## config.mk

```make
export PLATFORM = sky130hd
export DESIGN_NAME = msi_capture_unit
export DESIGN_NICKNAME = d
export VERILOG_FILES = /design/src/rtl/msi_cap_pkg.sv /design/src/rtl/msi_addr_match.sv /design/src/rtl/msi_vec_decode.sv /design/src/rtl/msi_read_mux.sv /design/src/rtl/msi_capture_unit.sv
export SDC_FILE = /design/constraint.sdc
export NUM_CORES = 1
export LEC_CHECK = 0
export BUFFER_PORTS_ARGS = -buffer_cell sky130_fd_sc_hd__buf_2
export CORE_ASPECT_RATIO = 1.2
export CORE_MARGIN = 1
export CORE_UTILIZATION = 30
export CTS_BUF_LIST = sky130_fd_sc_hd__clkbuf_16
export CTS_CLUSTER_SIZE = 28
export DETAILED_ROUTE_END_ITERATION = 8
export PLACE_DENSITY = 0.48
export SLEW_MARGIN = 5
export SYNTH_ARGS = -nofsm -noshare
export SYNTH_HDL_FRONTEND = slang
export SYNTH_HIERARCHICAL = 1
export SYNTH_SLANG_ARGS = --single-unit
export TNS_END_PERCENT = 100
```

## constraint.sdc

```tcl
create_clock -name clk -period 3.6 [get_ports clk]
set_input_delay 0.72 -clock clk [delete_from_list [all_inputs] [get_ports clk]]
set_output_delay 0.72 -clock clk [all_outputs]
set_load 0.01 [all_outputs]
```

## src/rtl/msi_cap_pkg.sv

```systemverilog
package msi_cap_pkg;
    localparam int REG_AW = 3;

    typedef enum logic [REG_AW-1:0] {
        RI_ADDR_LO = 3'd0,
        RI_ADDR_HI = 3'd1,
        RI_STATUS  = 3'd2,
        RI_MASK    = 3'd3,
        RI_PAYLOAD = 3'd4
    } reg_idx_e;
endpackage

```

## src/rtl/msi_addr_match.sv

```systemverilog
module msi_addr_match #(
    parameter int ADDR_W = 64
) (
    input  logic              wr_valid,
    input  logic              enable,
    input  logic [ADDR_W-1:0] wr_addr,
    input  logic [ADDR_W-1:0] target,
    output logic              hit
);
    assign hit = wr_valid && enable && (wr_addr == target);
endmodule

```

## src/rtl/msi_vec_decode.sv

```systemverilog
module msi_vec_decode #(
    parameter int NUM_VEC = 32,
    localparam int VIDX_W = $clog2(NUM_VEC)
) (
    input  logic              fire,
    input  logic [VIDX_W-1:0] vidx,
    output logic [NUM_VEC-1:0] set_vec
);
    for (genvar i = 0; i < NUM_VEC; i++) begin : g_vec
        assign set_vec[i] = fire && (vidx == VIDX_W'(i));
    end
endmodule

```

## src/rtl/msi_read_mux.sv

```systemverilog
module msi_read_mux
    import msi_cap_pkg::*;
#(
    parameter int DATA_W    = 32,
    parameter int NUM_VEC   = 32,
    parameter int PAYLOAD_W = 8
) (
    input  logic [REG_AW-1:0]    idx,
    input  logic [DATA_W-1:0]    addr_lo,
    input  logic [DATA_W-1:0]    addr_hi,
    input  logic [NUM_VEC-1:0]   stat,
    input  logic [NUM_VEC-1:0]   mask,
    input  logic [PAYLOAD_W-1:0] pay,
    output logic [DATA_W-1:0]    rdata
);
    always_comb begin
        case (idx)
            RI_ADDR_LO: rdata = addr_lo;
            RI_ADDR_HI: rdata = addr_hi;
            RI_STATUS:  rdata = DATA_W'(stat);
            RI_MASK:    rdata = DATA_W'(mask);
            RI_PAYLOAD: rdata = DATA_W'(pay);
            default:    rdata = '0;
        endcase
    end
endmodule

```

## src/rtl/msi_capture_unit.sv

```systemverilog
module msi_capture_unit
    import msi_cap_pkg::*;
#(
    parameter int NUM_VEC   = 32,
    parameter int DATA_W    = 32,
    parameter int PAYLOAD_W = 8,
    localparam int ADDR_W   = 2 * DATA_W,
    localparam int VIDX_W   = $clog2(NUM_VEC)
) (
    input  logic                 clk,
    input  logic                 rst_n,
    input  logic                 msi_en,
    input  logic                 in_wr_valid,
    input  logic [ADDR_W-1:0]    in_wr_addr,
    input  logic [PAYLOAD_W-1:0] in_wr_data_lo,
    input  logic                 reg_wr,
    input  logic [REG_AW-1:0]    reg_addr,
    input  logic [DATA_W-1:0]    reg_wdata,
    output logic [DATA_W-1:0]    reg_rdata,
    output logic                 msi_pending
);
    typedef struct packed {
        logic [DATA_W-1:0]    addr_lo;
        logic [DATA_W-1:0]    addr_hi;
        logic [NUM_VEC-1:0]   status;
        logic [NUM_VEC-1:0]   mask;
        logic [PAYLOAD_W-1:0] payload;
    } cap_state_t;

    cap_state_t st_d, st_q;

    logic [ADDR_W-1:0]    target;
    logic [NUM_VEC-1:0]   stat_v;
    logic [NUM_VEC-1:0]   mask_v;
    logic [PAYLOAD_W-1:0] pay_v;
    logic                 hit;
    logic [NUM_VEC-1:0]   set_vec;
    logic [NUM_VEC-1:0]   clr_vec;

    assign target = {st_q.addr_hi, st_q.addr_lo};
    assign stat_v = st_q.status;
    assign mask_v = st_q.mask;
    assign pay_v  = st_q.payload;

    msi_addr_match #(.ADDR_W(ADDR_W)) u_match (
        .wr_valid (in_wr_valid),
        .enable   (msi_en),
        .wr_addr  (in_wr_addr),
        .target   (target),
        .hit      (hit)
    );

    msi_vec_decode #(.NUM_VEC(NUM_VEC)) u_decode (
        .fire    (hit),
        .vidx    (in_wr_data_lo[VIDX_W-1:0]),
        .set_vec (set_vec)
    );

    msi_read_mux #(
        .DATA_W    (DATA_W),
        .NUM_VEC   (NUM_VEC),
        .PAYLOAD_W (PAYLOAD_W)
    ) u_rmux (
        .idx     (reg_addr),
        .addr_lo (st_q.addr_lo),
        .addr_hi (st_q.addr_hi),
        .stat    (stat_v),
        .mask    (mask_v),
        .pay     (pay_v),
        .rdata   (reg_rdata)
    );

    always_comb begin
        st_d    = st_q;
        clr_vec = '0;
        if (reg_wr) begin
            case (reg_addr)
                RI_ADDR_LO: st_d.addr_lo = reg_wdata;
                RI_ADDR_HI: st_d.addr_hi = reg_wdata;
                RI_STATUS:  clr_vec      = reg_wdata[NUM_VEC-1:0];
                RI_MASK:    st_d.mask    = reg_wdata[NUM_VEC-1:0];
                default:    ;
            endcase
        end
        // a fresh capture outranks a clear of the same vector
        st_d.status = (st_q.status & ~clr_vec) | set_vec;
        if (hit) begin
            st_d.payload = in_wr_data_lo;
        end
    end

    always_ff @(posedge clk) begin
        if (!rst_n) begin
            st_q <= '0;
        end else begin
            st_q <= st_d;
        end
    end

    assign msi_pending = |(stat_v & ~mask_v);
endmodule

```

==> Word-level counts from Yosys, hierarchy flattened <==
Cells that the tools add are included.
{ "op_classes": {"n_addsub": 0, "n_mul": 0, "div_mod_pow": 0, "magnitude_cmp": 0, "eq_ne": 36, "shift": 0, "muxes": 3, "n_bitwise": 5, "n_reduce_logical": 40} }
{ "op_table": {"columns": ["operator", "count"], "rows": [
  ["32-bit case mux with 5 select lines", 1],
  ["5-bit == test, second input constant", 16],
  ["32-bit AND", 2],
  ["64-bit == test", 1],
  ["32-bit two-way mux", 2],
  ["32-bit inverter", 2],
  ["5-bit by 4-bit == test with 1-bit output, second input constant", 8],
  ["1-bit logical AND", 34],
  ["32-bit bitwise OR", 1],
  ["32-bit OR reduction", 1],
  ["5-bit by 3-bit == test with 1-bit output, second input constant", 4],
  ["5-bit by 2-bit == test with 1-bit output, second input constant", 2],
  ["3-bit by 2-bit == test with 1-bit output, second input constant", 2],
  ["2-bit AND reduction", 3],
  ["5-bit by 1-bit == test with 1-bit output, second input constant", 1],
  ["5-bit zero test", 1],
  ["3-bit by 1-bit == test with 1-bit output, second input constant", 1],
  ["3-bit == test, second input constant", 1],
  ["3-bit zero test", 1]
]} }
{ "totals": {"regBits": 136, "latch_bits": 0, "mem_bits_rw": 0, "rom_bits": 0, "inputBits": 112, "output_inout_bits": 33, "wordCells": 89, "memories": 0} }

==> Logic depth before layout (Yosys ltp) <==
Gate-level depths: netlist of run 1.
{ "logic_depth": {"ltp_word": 6, "mapped_depth": 9, "mapped_depth_nobuf": 9} }

==> Cells and area by module <==
Netlist of run 1, hierarchy kept.
{ "by_module_without_submodules": {"columns": ["module", "instances", "cells_per_inst", "area_each_um2", "seq_area_each_um2"], "rows": [
  ["msi_capture_unit", 1, 638, 5306.3, 2722.6],
  ["msi_read_mux", 1, 98, 1062.3, 0.0],
  ["msi_addr_match", 1, 95, 729.4, 0.0],
  ["msi_vec_decode", 1, 47, 234.0, 0.0]
]} }

==> Worst setup path before layout of run 1 <==
Ideal clock, no wire load.
{ "synth_timing": {"path_type": "input to register", "startpoint": "input in_wr_addr[62]", "endpoint": "register st_q (netlist bit stat_v[3])", "setup_time_ns": 0.074, "t_arrival_ns": 2.824, "required_time_ns": 3.526, "slack_ns": 0.702, "path_stages": 9, "n_path_buf": 0, "cell_sequence": "xnor2_1 o2111ai_1 a2111oi_2 nand4_1 nor4_2 or4b_4 nor2_1 o21ai_0 a31oi_1"} }
{ "synth_via": {"elab_chain_len": 4} }
{ "synth_rtl": {"columns": ["item", "line", "text"], "rows": [
  ["start, declared", "msi_capture_unit.sv:14", "input logic [ADDR_W-1:0] in_wr_addr,"],
  ["64-bit == test", "msi_addr_match.sv:10", "assign hit = wr_valid && enable && (wr_addr == target);"],
  ["1-bit logical AND", "msi_addr_match.sv:10", null],
  ["via hit", "msi_capture_unit.sv:36", "logic hit;"],
  ["1-bit logical AND", "msi_vec_decode.sv:10", "assign set_vec[i] = fire && (vidx == VIDX_W'(i));"],
  ["via set_vec[3]", "msi_capture_unit.sv:37", "logic [NUM_VEC-1:0] set_vec;"],
  ["32-bit bitwise OR", "msi_capture_unit.sv:86", "st_d.status = (st_q.status & ~clr_vec) | set_vec;"],
  ["end signal, assigned", "msi_capture_unit.sv:96", "st_q <= st_d;"],
  ["end, declared", "msi_capture_unit.sv:30", "cap_state_t st_d, st_q;"]
]} }
The timed path passes the listed nets, and every way through them passes these cells.
A chain may end at the register's enable or synchronous reset.

==> Final worst setup path of run 1 <==
{ "layout_timing": {"startpoint": "input reg_addr[0]", "endpoint": "output reg_rdata[26]"} }
{ "layout_via": {"elab_chain_len": 2, "word_cells_on_any_way": 6, "classes_between": "4 x eq/ne; 1 x mux; 1 x reduce/logical"} }
{ "layout_rtl": {"columns": ["item", "line", "text"], "rows": [
  ["start, declared", "msi_capture_unit.sv:17", "input logic [REG_AW-1:0] reg_addr,"],
  ["3-bit == test, or another cell as far along", "msi_read_mux.sv:17", "case (idx)"],
  ["32-bit case mux with 5 select lines (*)", "msi_read_mux.sv:17", null],
  ["end, declared", "msi_capture_unit.sv:19", "output logic [DATA_W-1:0] reg_rdata,"]
]} }
Mark *: on every way between the ends. The rest lies on a longest branch, timed or not.

==> results of run 1 <==
report_power, final:
part	switching (mW)	internal, mW	leakage, nW
Sequential	0.0241	1.53	1.10
Combinational	0.224	0.144	1.92
Clock	0.702	0.935	0.260
metal layers:
metal	vias to the layer above	routed length (um)
li1	3248	-
met1	3252	12300
met2	267	13400
met3	36	1840
met4	0	641
met5	-	0
flip-flops by register name, summed over array words and instances (netlist names):
| name | count |
|---|---|
| mask_v | 32 |
| stat_v | 32 |
| st_q | 64 |
| pay_v | 8 |
worst register-to-register path, delay by kind of cell (launching register included):
kind            cells  cell delay [ns]
compound gates      2             0.25
flops               1             0.33
xor+xnor            1             0.31
simple gates        6             1.80
synthesized netlist by cell type, types with 13 or more instances:
cell,number
sky130_fd_sc_hd__nor4_1,13
sky130_fd_sc_hd__nor2_1,36
sky130_fd_sc_hd__o21ai_0,37
sky130_fd_sc_hd__a21boi_1,68
sky130_fd_sc_hd__o22ai_1,19
sky130_fd_sc_hd__dfxtp_1,136
sky130_fd_sc_hd__a21boi_0,28
sky130_fd_sc_hd__nor2b_1,35
sky130_fd_sc_hd__nand2_1,194
sky130_fd_sc_hd__xor2_1,31
sky130_fd_sc_hd__inv_1,73
sky130_fd_sc_hd__xnor2_1,25
sky130_fd_sc_hd__clkbuf_1,20
sky130_fd_sc_hd__a31oi_1,32
sky130_fd_sc_hd__buf_2,24
sky130_fd_sc_hd__mux4_2,24
through the flow:
stage                     total power [mW]  instance area [sq um]   util  cells  worst slack, ns
after floorplan                       1.75                   7330      -    878            0.702
after global placement                1.96                   8360  0.349   1306            0.392
after detailed placement              1.95                   8360  0.349   1306            0.333
after CTS                             3.58                   8900  0.371   1338            0.573
after global routing                  3.67                   8900  0.371   1338            0.406
final                                 3.56                   8900  0.371   1338            0.610
layout make-up:
cell class              count  share of cell area
flip-flops and latches    136               0.306
repair buffers            163               0.102
clock buffers              17              0.0478
multi-input cells         614               0.456
clock inverters            15              0.0128
inverters                  73              0.0308
well taps                 320              0.0450
worst paths after layout:
kind / from / endpoint / slack (ns) / cells after the start
setup / recovery: reg_addr[0] / reg_rdata[26] / 0.61 / 5
hold / removal: st_q[77] / st_q[77] / 0.47 / 2
setup reg to reg: st_q[108] / stat_v[2] / 0.84 / 9
hold reg to reg: st_q[77] / st_q[77] / 0.47 / 2
kinds of logic (layout without fill, tap and decap cells):
kind of cell | Yosys count | after routing | share of synthesized area
muxes | 40 | 40 | 0.0969
and+or+nand+nor | 309 | 309 | 0.192
buffers and inverters | 128 | 268 | 0.0783
AOI/OAI and AO/OA | 209 | 209 | 0.194
xor gates and xnor gates | 56 | 56 | 0.0669
DFF | 136 | 136 | 0.371
==> impl_metrics.csv, run 1 <==
group,metric,value,unit
timing,timing.final.hold_violations,0,
timing,post-route-min-period,2.99,ns
clocking,cts_tree,"built",
placed_design,globalplace.congestion,0.867,
synthesis,yosys.area.top_type_share,0.371,
timing,timing.setup.tns,0,ns
synthesis,syn_area_per_cell,8.35,sq um
global_route,globalRouteMet2Util,0.373,
synthesis,synth-seq-area-share,0.371,
detailed_routing,detail_route.wirelength,28.2,mm
worst_setup_path,cp-end-kind,"output port",
layout,syn2layout_area_growth,21.4,%
detailed_routing,num_vias,6803,
clocking,ctsHoldBuffers,0,
floorplan,die_w,145,um
timing,clock-skew-final,0.00957,ns
layout,layout.cells.most_common,"sky130_fd_sc_hd__nand2_1",
timing,final.period_utilization,0.831,
global_route,grt-busiest-layer,"met2",
worst_setup_path,crit_path_max_fanout,18,
floorplan,row_count,62,
worst_setup_path,worst_path_largest_cell_delay,0.57,ns
clocking,post-cts-setup-buffers,0,
timing,holdWs,0.474,ns
clocking,ctsRootBufferMaster,"sky130_fd_sc_hd__clkbuf_16",
synthesis,yosysUniqueCellTypes,43,
synthesis,synth-warning-count,6,
placed_design,dp.final_hpwl,21.1,mm
synthesis,syn_inst,878,
global_route,antenna_violations_before_repair,0,
clocking,insertion_delay,0.43,ns
global_route,grt_util_all_layers,0.232,
timing,grt_setup_unrepaired,"false",
synthesis,synth-edff-count,0,
timing,report.final.slew_viol_count,0,
job,drv_cap,0,
layout,finalNetCount,1117,
clocking,cts.path.max_buffers,2,
worst_setup_path,cp.buffers_inverters,3,
layout,n_fill_cell,2511,
global_route,grt_max_degree,73,
detailed_routing,vias_per_cell,5.08,
global_route,gr-usage-met1,0.310,
synthesis,postSynthNetCount,990,
detailed_routing,post_detailed_route_wirelength_per_cell,21.1,um
clocking,clk_pin_slew,0.06,ns
detailed_routing,drt_first_pass_iters,5,
layout,footprint_of_the_multi_input_gates,0.00406,sq mm
global_route,first_global_vias,6537,
synthesis,yosys_most_used_dff,"sky130_fd_sc_hd__dfxtp_1",
floorplan,die_y,173,um
synthesis,synth_seq_cells,136,
worst_setup_path,crit_path_top_delay_cell,"sky130_fd_sc_hd__mux4_2",
timing,clock.fmax,334,MHz
clocking,clock_tree.htree_level_count,4,
timing,final-setup-viol-count,0,
detailed_routing,ant_nets,0,
worst_setup_path,crit_path_frequent_cell,"sky130_fd_sc_hd__buf_2",
worst_setup_path,setup.worst_path.class,"in2out",
detailed_routing,drt_iter0_markers,582,
clocking,cts-buffers-inserted,17,
synthesis,post_synth_main_area_contributors,"sky130_fd_sc_hd__dfxtp_1 (37%), sky130_fd_sc_hd__nand2_1 (9.9%), sky130_fd_sc_hd__mux4_2 (7.4%), sky130_fd_sc_hd__a21boi_1 (7.0%), sky130_fd_sc_hd__inv_1 (3.7%)",
run_status,run_status,"finished, final reports clean",
power,power.static_leakage,3.28,nW
synthesis,ys_async_sr_fraction,0,
worst_setup_path,series_of_cell_instances_along_the_critical_path,"buf_2 -> buf_12 -> mux4_2 -> nor2b_1 -> buf_2",
hold_path,holdCritPathClass,"reg2reg",
global_route,first_pass_grt_wire_length,41.9,mm
synthesis,post-synth-top-area-cell,"sky130_fd_sc_hd__dfxtp_1",
layout,layout-drive-gt1-share,0.227,
detailed_routing,remaining_drc_errors,0,
layout,register_area,0.00272,sq mm
worst_setup_path,cp_data_required_time,2.88,ns
worst_setup_path,endpoint_arrival_time_on_the_critical_path,2.27,ns
layout,layout.cells.most_common_list,"sky130_fd_sc_hd__nand2_1 (194), sky130_fd_sc_hd__buf_2 (143), sky130_fd_sc_hd__dfxtp_1 (136)",
power,power.density_cell_area,400,mW/mm^2
global_route,grt-ovfl-total,0,
clocking,post_cts_resized,0,
layout,n_antenna_cell,0,
floorplan,io-pin-count,145,
floorplan,initial_core_util,0.306,
clocking,clock_sink_count,136,
power,ir_worst_vdd,295,uV
worst_setup_path,cpLargestDelayFamily,"buffers and inverters",
synthesis,netlist_area,0.00733,sq mm
floorplan,die_area,0.0251,sq mm
timing,maxSlewHeadroom,0.516,
floorplan,placeableCoreArea,0.0240,sq mm
worst_setup_path,nature_of_the_critical_path_startpoint,"input port",
timing,tightestPinTransition,0.726,ns
global_route,met3_usage,0.0439,
placed_design,buffer_ports.inserted,144,
Note: power is estimated with default switching activity, not from simulation.
==> run 2: changes to the inputs <==
ABC_AREA = 1   (was unset)
PLACE_DENSITY = 0.47   (was 0.48)
clock period = 3 ns   (was 3.6 ns; I/O delays follow)
==> impl_metrics.csv, run 2 <==
group,metric,value,unit
run_status,run_status,"finished, final reports clean",
synthesis,post_synth_main_area_contributors,"sky130_fd_sc_hd__dfxtp_1 (34%), sky130_fd_sc_hd__nand2_1 (14%), sky130_fd_sc_hd__nor2_1 (12%), sky130_fd_sc_hd__inv_1 (11%), sky130_fd_sc_hd__o21ai_0 (8.5%)",
worst_setup_path,timing.reg2reg.setup_slack,0.72,ns
placed_design,buffer_ports.inserted,144,
timing,post-route-min-period,2.72,ns
worst_setup_path,timing.rr.start,"st_q[110]",
global_route,first_global_vias,8309,
worst_setup_path,endpoint_arrival_time_on_the_critical_path,2.12,ns
worst_setup_path,cp-end-kind,"output port",
timing,final.period_utilization,0.908,
clocking,post-cts-setup-buffers,0,
detailed_routing,vias_per_cell,4.82,
timing,final-setup-viol-count,0,
worst_setup_path,crit_path_max_fanout,26,
detailed_routing,drt_iter0_markers,574,
worst_setup_path,r2r_cells,13,
layout,layout-drive-gt1-share,0.148,
synthesis,syn_inst,1340,
detailed_routing,ant_nets,0,
synthesis,yosys.area.top_type_share,0.341,
layout,largest-register,"st_q",
floorplan,die_w,151,um
job,drv_cap,0,
layout,layout.cells.most_common,"sky130_fd_sc_hd__nand2_1",
detailed_routing,drt_first_pass_iters,5,
clocking,insertion_delay,0.42,ns
synthesis,synth_seq_cells,136,
worst_setup_path,nature_of_the_critical_path_startpoint,"input port",
layout,n_antenna_cell,0,
global_route,grt-ovfl-total,0,
floorplan,die_area,0.0272,sq mm
floorplan,placeableCoreArea,0.0262,sq mm
timing,grt_setup_unrepaired,"false",
clocking,clk_pin_slew,0.06,ns
worst_setup_path,critical_path.startpoint,"reg_addr[2]",
synthesis,netlist_area,0.00797,sq mm
synthesis,postSynthNetCount,1452,
synthesis,yosysUniqueCellTypes,24,
worst_setup_path,cp_data_required_time,2.40,ns
floorplan,row_count,65,
synthesis,yosys_most_used_dff,"sky130_fd_sc_hd__dfxtp_1",
timing,report.final.slew_viol_count,0,
synthesis,post-synth-top-area-cell,"sky130_fd_sc_hd__dfxtp_1",
global_route,antenna_violations_before_repair,0,
timing,finalWorstSetupSlack,0.277,ns
global_route,first_pass_grt_wire_length,49.5,mm
clocking,ctsHoldBuffers,0,
clocking,cts.path.max_buffers,2,
detailed_routing,num_vias,8733,
layout,postLayoutCoreUtil,0.367,
placed_design,globalplace.congestion,0.916,
clocking,cts-buffers-inserted,17,
clocking,clock_tree.htree_level_count,4,
floorplan,initial_core_util,0.304,
floorplan,die_y,181,um
worst_setup_path,worstSetupEndpoint,"reg_rdata[24]",
timing,tightestPinTransition,0.813,ns
synthesis,syn_area_per_cell,5.95,sq um
placed_design,dpl_worst_slack,0.279,ns
synthesis,synth.cells.most_frequent,"sky130_fd_sc_hd__nand2_1 (292), sky130_fd_sc_hd__nor2_1 (251), sky130_fd_sc_hd__inv_1 (229)",
layout,finalNetCount,1577,
global_route,grt_util_all_layers,0.248,
global_route,grt_max_degree,73,
power,power.density_cell_area,484,mW/mm^2
detailed_routing,post_detailed_route_wirelength_per_cell,18.3,um
worst_setup_path,setup.worst_path.class,"in2out",
layout,syn2layout_area_growth,20.4,%
timing,timing.setup.tns,0,ns
placed_design,dp.final_hpwl,24.1,mm
power,total_power,4.64,mW
synthesis,post-synth-top-count-cell,"sky130_fd_sc_hd__nand2_1",
detailed_routing,remaining_drc_errors,0,
synthesis,synth-seq-area-share,0.341,
timing,clock-skew-final,0.0114,ns
clocking,cts_tree,"built",
synthesis,synth-warning-count,6,
layout,layout.cells.most_common_list,"sky130_fd_sc_hd__nand2_1 (292), sky130_fd_sc_hd__nor2_1 (249), sky130_fd_sc_hd__inv_1 (229)",
power,power.static_leakage,4.08,nW
clocking,clock_sink_count,136,
clocking,post_cts_resized,0,
detailed_routing,detail_route.wirelength,33.2,mm
hold_path,holdCritPathClass,"in2reg",
timing,clock.fmax,367,MHz
floorplan,io-pin-count,145,
layout,largest_reg_flops,64,
timing,maxSlewHeadroom,0.457,
clocking,ctsRootBufferMaster,"sky130_fd_sc_hd__clkbuf_16",
synthesis,ys_async_sr_fraction,0,
synthesis,synth-edff-count,0,
timing,timing.final.hold_violations,0,
power,ir_worst_vdd,343,uV
worst_setup_path,r2r_end,"stat_v[11]",
==> run 2: cell types whose count changed after synthesis, sizes merged, moves of 10 or more <==
cell    change
a31oi      -32
nand2      +99
a21boi     -96
nor2b      -35
a21oi      +88
nand3      +77
xor2       -30
inv       +164
mux4       -24
o22ai      -11
a22oi      -10
o21ai     +101
nor2      +220
nor4       -14
==> run 2: area by class of cell <==
type                            instances  area (sq um)
Sequential cell                       136          2720
Clock inverter                         14           183
Timing Repair Buffer                  168           938
Multi-Input combinational cell        905          4020
Fill cell                            3045         16600
Inverter                              237           892
Clock buffer                           17           425
Tap cell                              335           419
==> run 2: metal layers <==
metal / routed length [um] / GRT usage / up-vias
met1: 14200 / 0.316 / 4015
met3: 1850 / 0.0334 / 52
li1: - / - / 4364
met4: 1240 / 0.110 / 0
met5: 0 / 0 / -
met2: 15900 / 0.410 / 302
==> run 2: worst min-delay path by stage <==
stage                                 from   endpoint  slack [ns]  cells past startpoint
final                     in_wr_data_lo[7]   pay_v[7]        0.40                      3
after global routing      in_wr_data_lo[6]   pay_v[6]        0.41                      3
after floorplan                  st_q[127]  st_q[127]        0.45                      2
after detailed placement         st_q[135]  st_q[135]        0.47                      2
after global placement           st_q[131]  st_q[131]        0.48                      2
after CTS                 in_wr_data_lo[5]   pay_v[5]        0.38                      3
==> run 2: cells by family after synthesis <==
family / synth area share
AO/OA/AOI/OAI: 0.152
XOR/XNOR: 0.0231
buffers and inverters: 0.155
flip-flops: 0.341
AND/OR/NAND/NOR: 0.329
==> run 2: power by group <==
group	switching [mW]	internal, mW	leakage [nW]
Combinational	0.352	0.175	2.69
Clock	0.850	1.38	0.290
Sequential	0.0442	1.85	1.10
==> run 2: per-stage QoR <==
stage	area (sq um)	hold slack, ns	instances
6_report	9600	0.397	1812
2_1_floorplan	7970	0.453	1340
4_1_cts	9600	0.380	1812
3_5_place_dp	8990	0.475	1781
5_1_grt	9600	0.414	1812
3_3_place_gp	8990	0.476	1781
==> run 2: critical path: stages <==
cell and delay (ns):
sky130_fd_sc_hd__buf_2 0.19, sky130_fd_sc_hd__inv_4 0.29, sky130_fd_sc_hd__nand3_2 0.20, sky130_fd_sc_hd__inv_2 0.46, sky130_fd_sc_hd__a21oi_1 0.14, sky130_fd_sc_hd__nand2_1 0.09
sky130_fd_sc_hd__buf_2 0.13
==> run 3: changes to the inputs <==
BUFFER_PORTS_ARGS = unset   (was -buffer_cell sky130_fd_sc_hd__buf_2)
CELL_PAD_IN_SITES_DETAIL_PLACEMENT = 0   (was unset)
CELL_PAD_IN_SITES_GLOBAL_PLACEMENT = 1   (was unset)
DONT_BUFFER_PORTS = 1   (was unset)
PLACE_DENSITY = 0.58   (was 0.47)
==> impl_metrics.csv, run 3 (synthesis gave the netlist of run 2 again) <==
group,metric,value,unit
floorplan,io-pin-count,145,
placed_design,dp.final_hpwl,25.2,mm
layout,layout.cells.most_common,"sky130_fd_sc_hd__nand2_1",
timing,clock.fmax,405,MHz
detailed_routing,ant_nets,0,
worst_setup_path,cp.buffers_inverters,2,
placed_design,globalplace.congestion,0.918,
timing,final-setup-viol-count,0,
layout,finalNetCount,1437,
detailed_routing,remaining_drc_errors,0,
global_route,first_pass_grt_wire_length,50.7,mm
timing,tightestPinTransition,0.751,ns
timing,post-route-min-period,2.47,ns
layout,n_antenna_cell,0,
global_route,grt-ovfl-total,0,
timing,clock-skew-final,0.00844,ns
floorplan,die_y,181,um
placed_design,placement.cell_area,0.00831,sq mm
power,total_power,4.39,mW
timing,grt_setup_unrepaired,"false",
power,power.density_cell_area,494,mW/mm^2
clocking,clk_pin_slew,0.07,ns
timing,holdWs,0.300,ns
timing,final.period_utilization,0.822,
layout,n_fill_cell,3026,
global_route,grt_util_all_layers,0.259,
clocking,cts.path.max_buffers,2,
worst_setup_path,endpoint_arrival_time_on_the_critical_path,2.83,ns
global_route,first_global_vias,7947,
layout,layout-drive-gt1-share,0.0590,
floorplan,initial_core_util,0.304,
clocking,insertion_delay,0.43,ns
detailed_routing,vias_per_cell,4.87,
placed_design,buffer_ports.inserted,0,
detailed_routing,detail_route.wirelength,34.4,mm
timing,finalWorstSetupSlack,0.533,ns
floorplan,die_w,151,um
layout,largest-register,"st_q",
detailed_routing,drt_first_pass_iters,5,
timing,timing.setup.tns,0,ns
floorplan,row_count,65,
placed_design,dpl_worst_slack,0.389,ns
clocking,post_cts_resized,0,
layout,footprint_of_the_multi_input_gates,0.00403,sq mm
placed_design,dp_cells,1641,
power,power.static_leakage,3.45,nW
timing,report.final.slew_viol_count,0,
layout,syn2layout_area_growth,11.5,%
detailed_routing,num_vias,8144,
clocking,ctsRootBufferMaster,"sky130_fd_sc_hd__clkbuf_16",
job,drv_cap,0,
worst_setup_path,setup.worst_path.class,"reg2reg",
timing,maxSlewHeadroom,0.499,
clocking,cts-buffers-inserted,17,
floorplan,placeableCoreArea,0.0262,sq mm
worst_setup_path,cp-end-kind,"register",
worst_setup_path,timing.reg2reg.setup_slack,0.53,ns
clocking,clock_tree.htree_level_count,4,
global_route,grt_max_degree,74,
layout,layout.cells.most_common_list,"sky130_fd_sc_hd__nand2_1 (292), sky130_fd_sc_hd__nor2_1 (249), sky130_fd_sc_hd__inv_1 (229)",
floorplan,die_area,0.0272,sq mm
detailed_routing,post_detailed_route_wirelength_per_cell,20.5,um
clocking,post-cts-setup-buffers,0,
layout,largest_reg_flops,64,
detailed_routing,drt_iter0_markers,479,
run_status,run_status,"finished, final reports clean",
layout,final_design_instance_area_without_fill,0.00889,sq mm
layout,layout.cells.non_filler,1673,
layout,register_area,0.00272,sq mm
worst_setup_path,cp_data_required_time,3.36,ns
clocking,clock_sink_count,136,
worst_setup_path,crit_path_top_delay_cell,"sky130_fd_sc_hd__nor2_1",
hold_path,holdCritPathClass,"in2reg",
worst_setup_path,series_of_cell_instances_along_the_critical_path,"nand2_1 -> nand2_1 -> nand2_1 -> nor2_1 -> nand2_1 -> nor2_1 -> nand3_1 -> nor2_1 -> nand2_1 -> buf_4 -> nor2_1 -> inv_1 -> a21oi_1",
clocking,ctsHoldBuffers,0,
worst_setup_path,crit_path_max_fanout,11,
worst_setup_path,crit_path_frequent_cell,"sky130_fd_sc_hd__nand2_1",
global_route,antenna_violations_before_repair,0,
layout,postLayoutCoreUtil,0.339,
power,ir_worst_vdd,349,uV
worst_setup_path,cpLargestDelayFamily,"simple AND/OR/NAND/NOR gates",
worst_setup_path,worst_path_largest_cell_delay,0.45,ns
worst_setup_path,nature_of_the_critical_path_startpoint,"register",
clocking,cts_tree,"built",
timing,timing.final.hold_violations,0,
run 3: cell count changes in the layout (fill, tap and decap cells not counted):
cell / previous run / this run
sky130_fd_sc_hd__clkinv_4: 2 / 1
sky130_fd_sc_hd__bufinv_16: 4 / 2
sky130_fd_sc_hd__buf_2: 144 / 0
sky130_fd_sc_hd__nor2_2: 6 / 5
sky130_fd_sc_hd__nor2_4: 0 / 1
sky130_fd_sc_hd__buf_4: 21 / 25
sky130_fd_sc_hd__clkinvlp_4: 3 / 8
sky130_fd_sc_hd__inv_6: 0 / 2
sky130_fd_sc_hd__clkinv_2: 3 / 0
run 3: worst paths after layout:
kind,startpoint,endpoint,depth (start not counted)
setup / recovery,st_q[102],stat_v[23],13
hold / removal,in_wr_data_lo[6],pay_v[6],2
setup reg to reg,st_q[102],stat_v[23],13
hold reg to reg,stat_v[14],stat_v[14],2
run 3: where the power goes:
group / switching [mW] / leakage [nW] / internal [mW]
registers: 0.0435 / 1.10 / 1.84
logic: 0.256 / 2.09 / 0.123
clock network: 0.901 / 0.255 / 1.22
total: 1.20 / 3.45 / 3.19
run 3: worst reg2reg max path, delay by kind of cell, from the launching register on:
family,cells,cell delay (ns)
simple gates,10,1.62
buf+inv,2,0.25
flops,1,0.39
compound gates,1,0.13
run 3: area by class of cell:
class | instances | area share
timing repair buffer | 28 | 0.0279
tap | 335 | 0.0472
multi-input combinational | 905 | 0.453
clock inverter | 15 | 0.0173
clock buffer | 17 | 0.0479
sequential | 136 | 0.306
inverter | 237 | 0.100
run 3: layer usage:
metal	share of wire	vias to the layer above	GRT usage
met5	0	-	0
met4	0.026	0	0.0844
met3	0.054	36	0.0504
met2	0.48	220	0.440
met1	0.44	3788	0.324
li1	-	4100	-
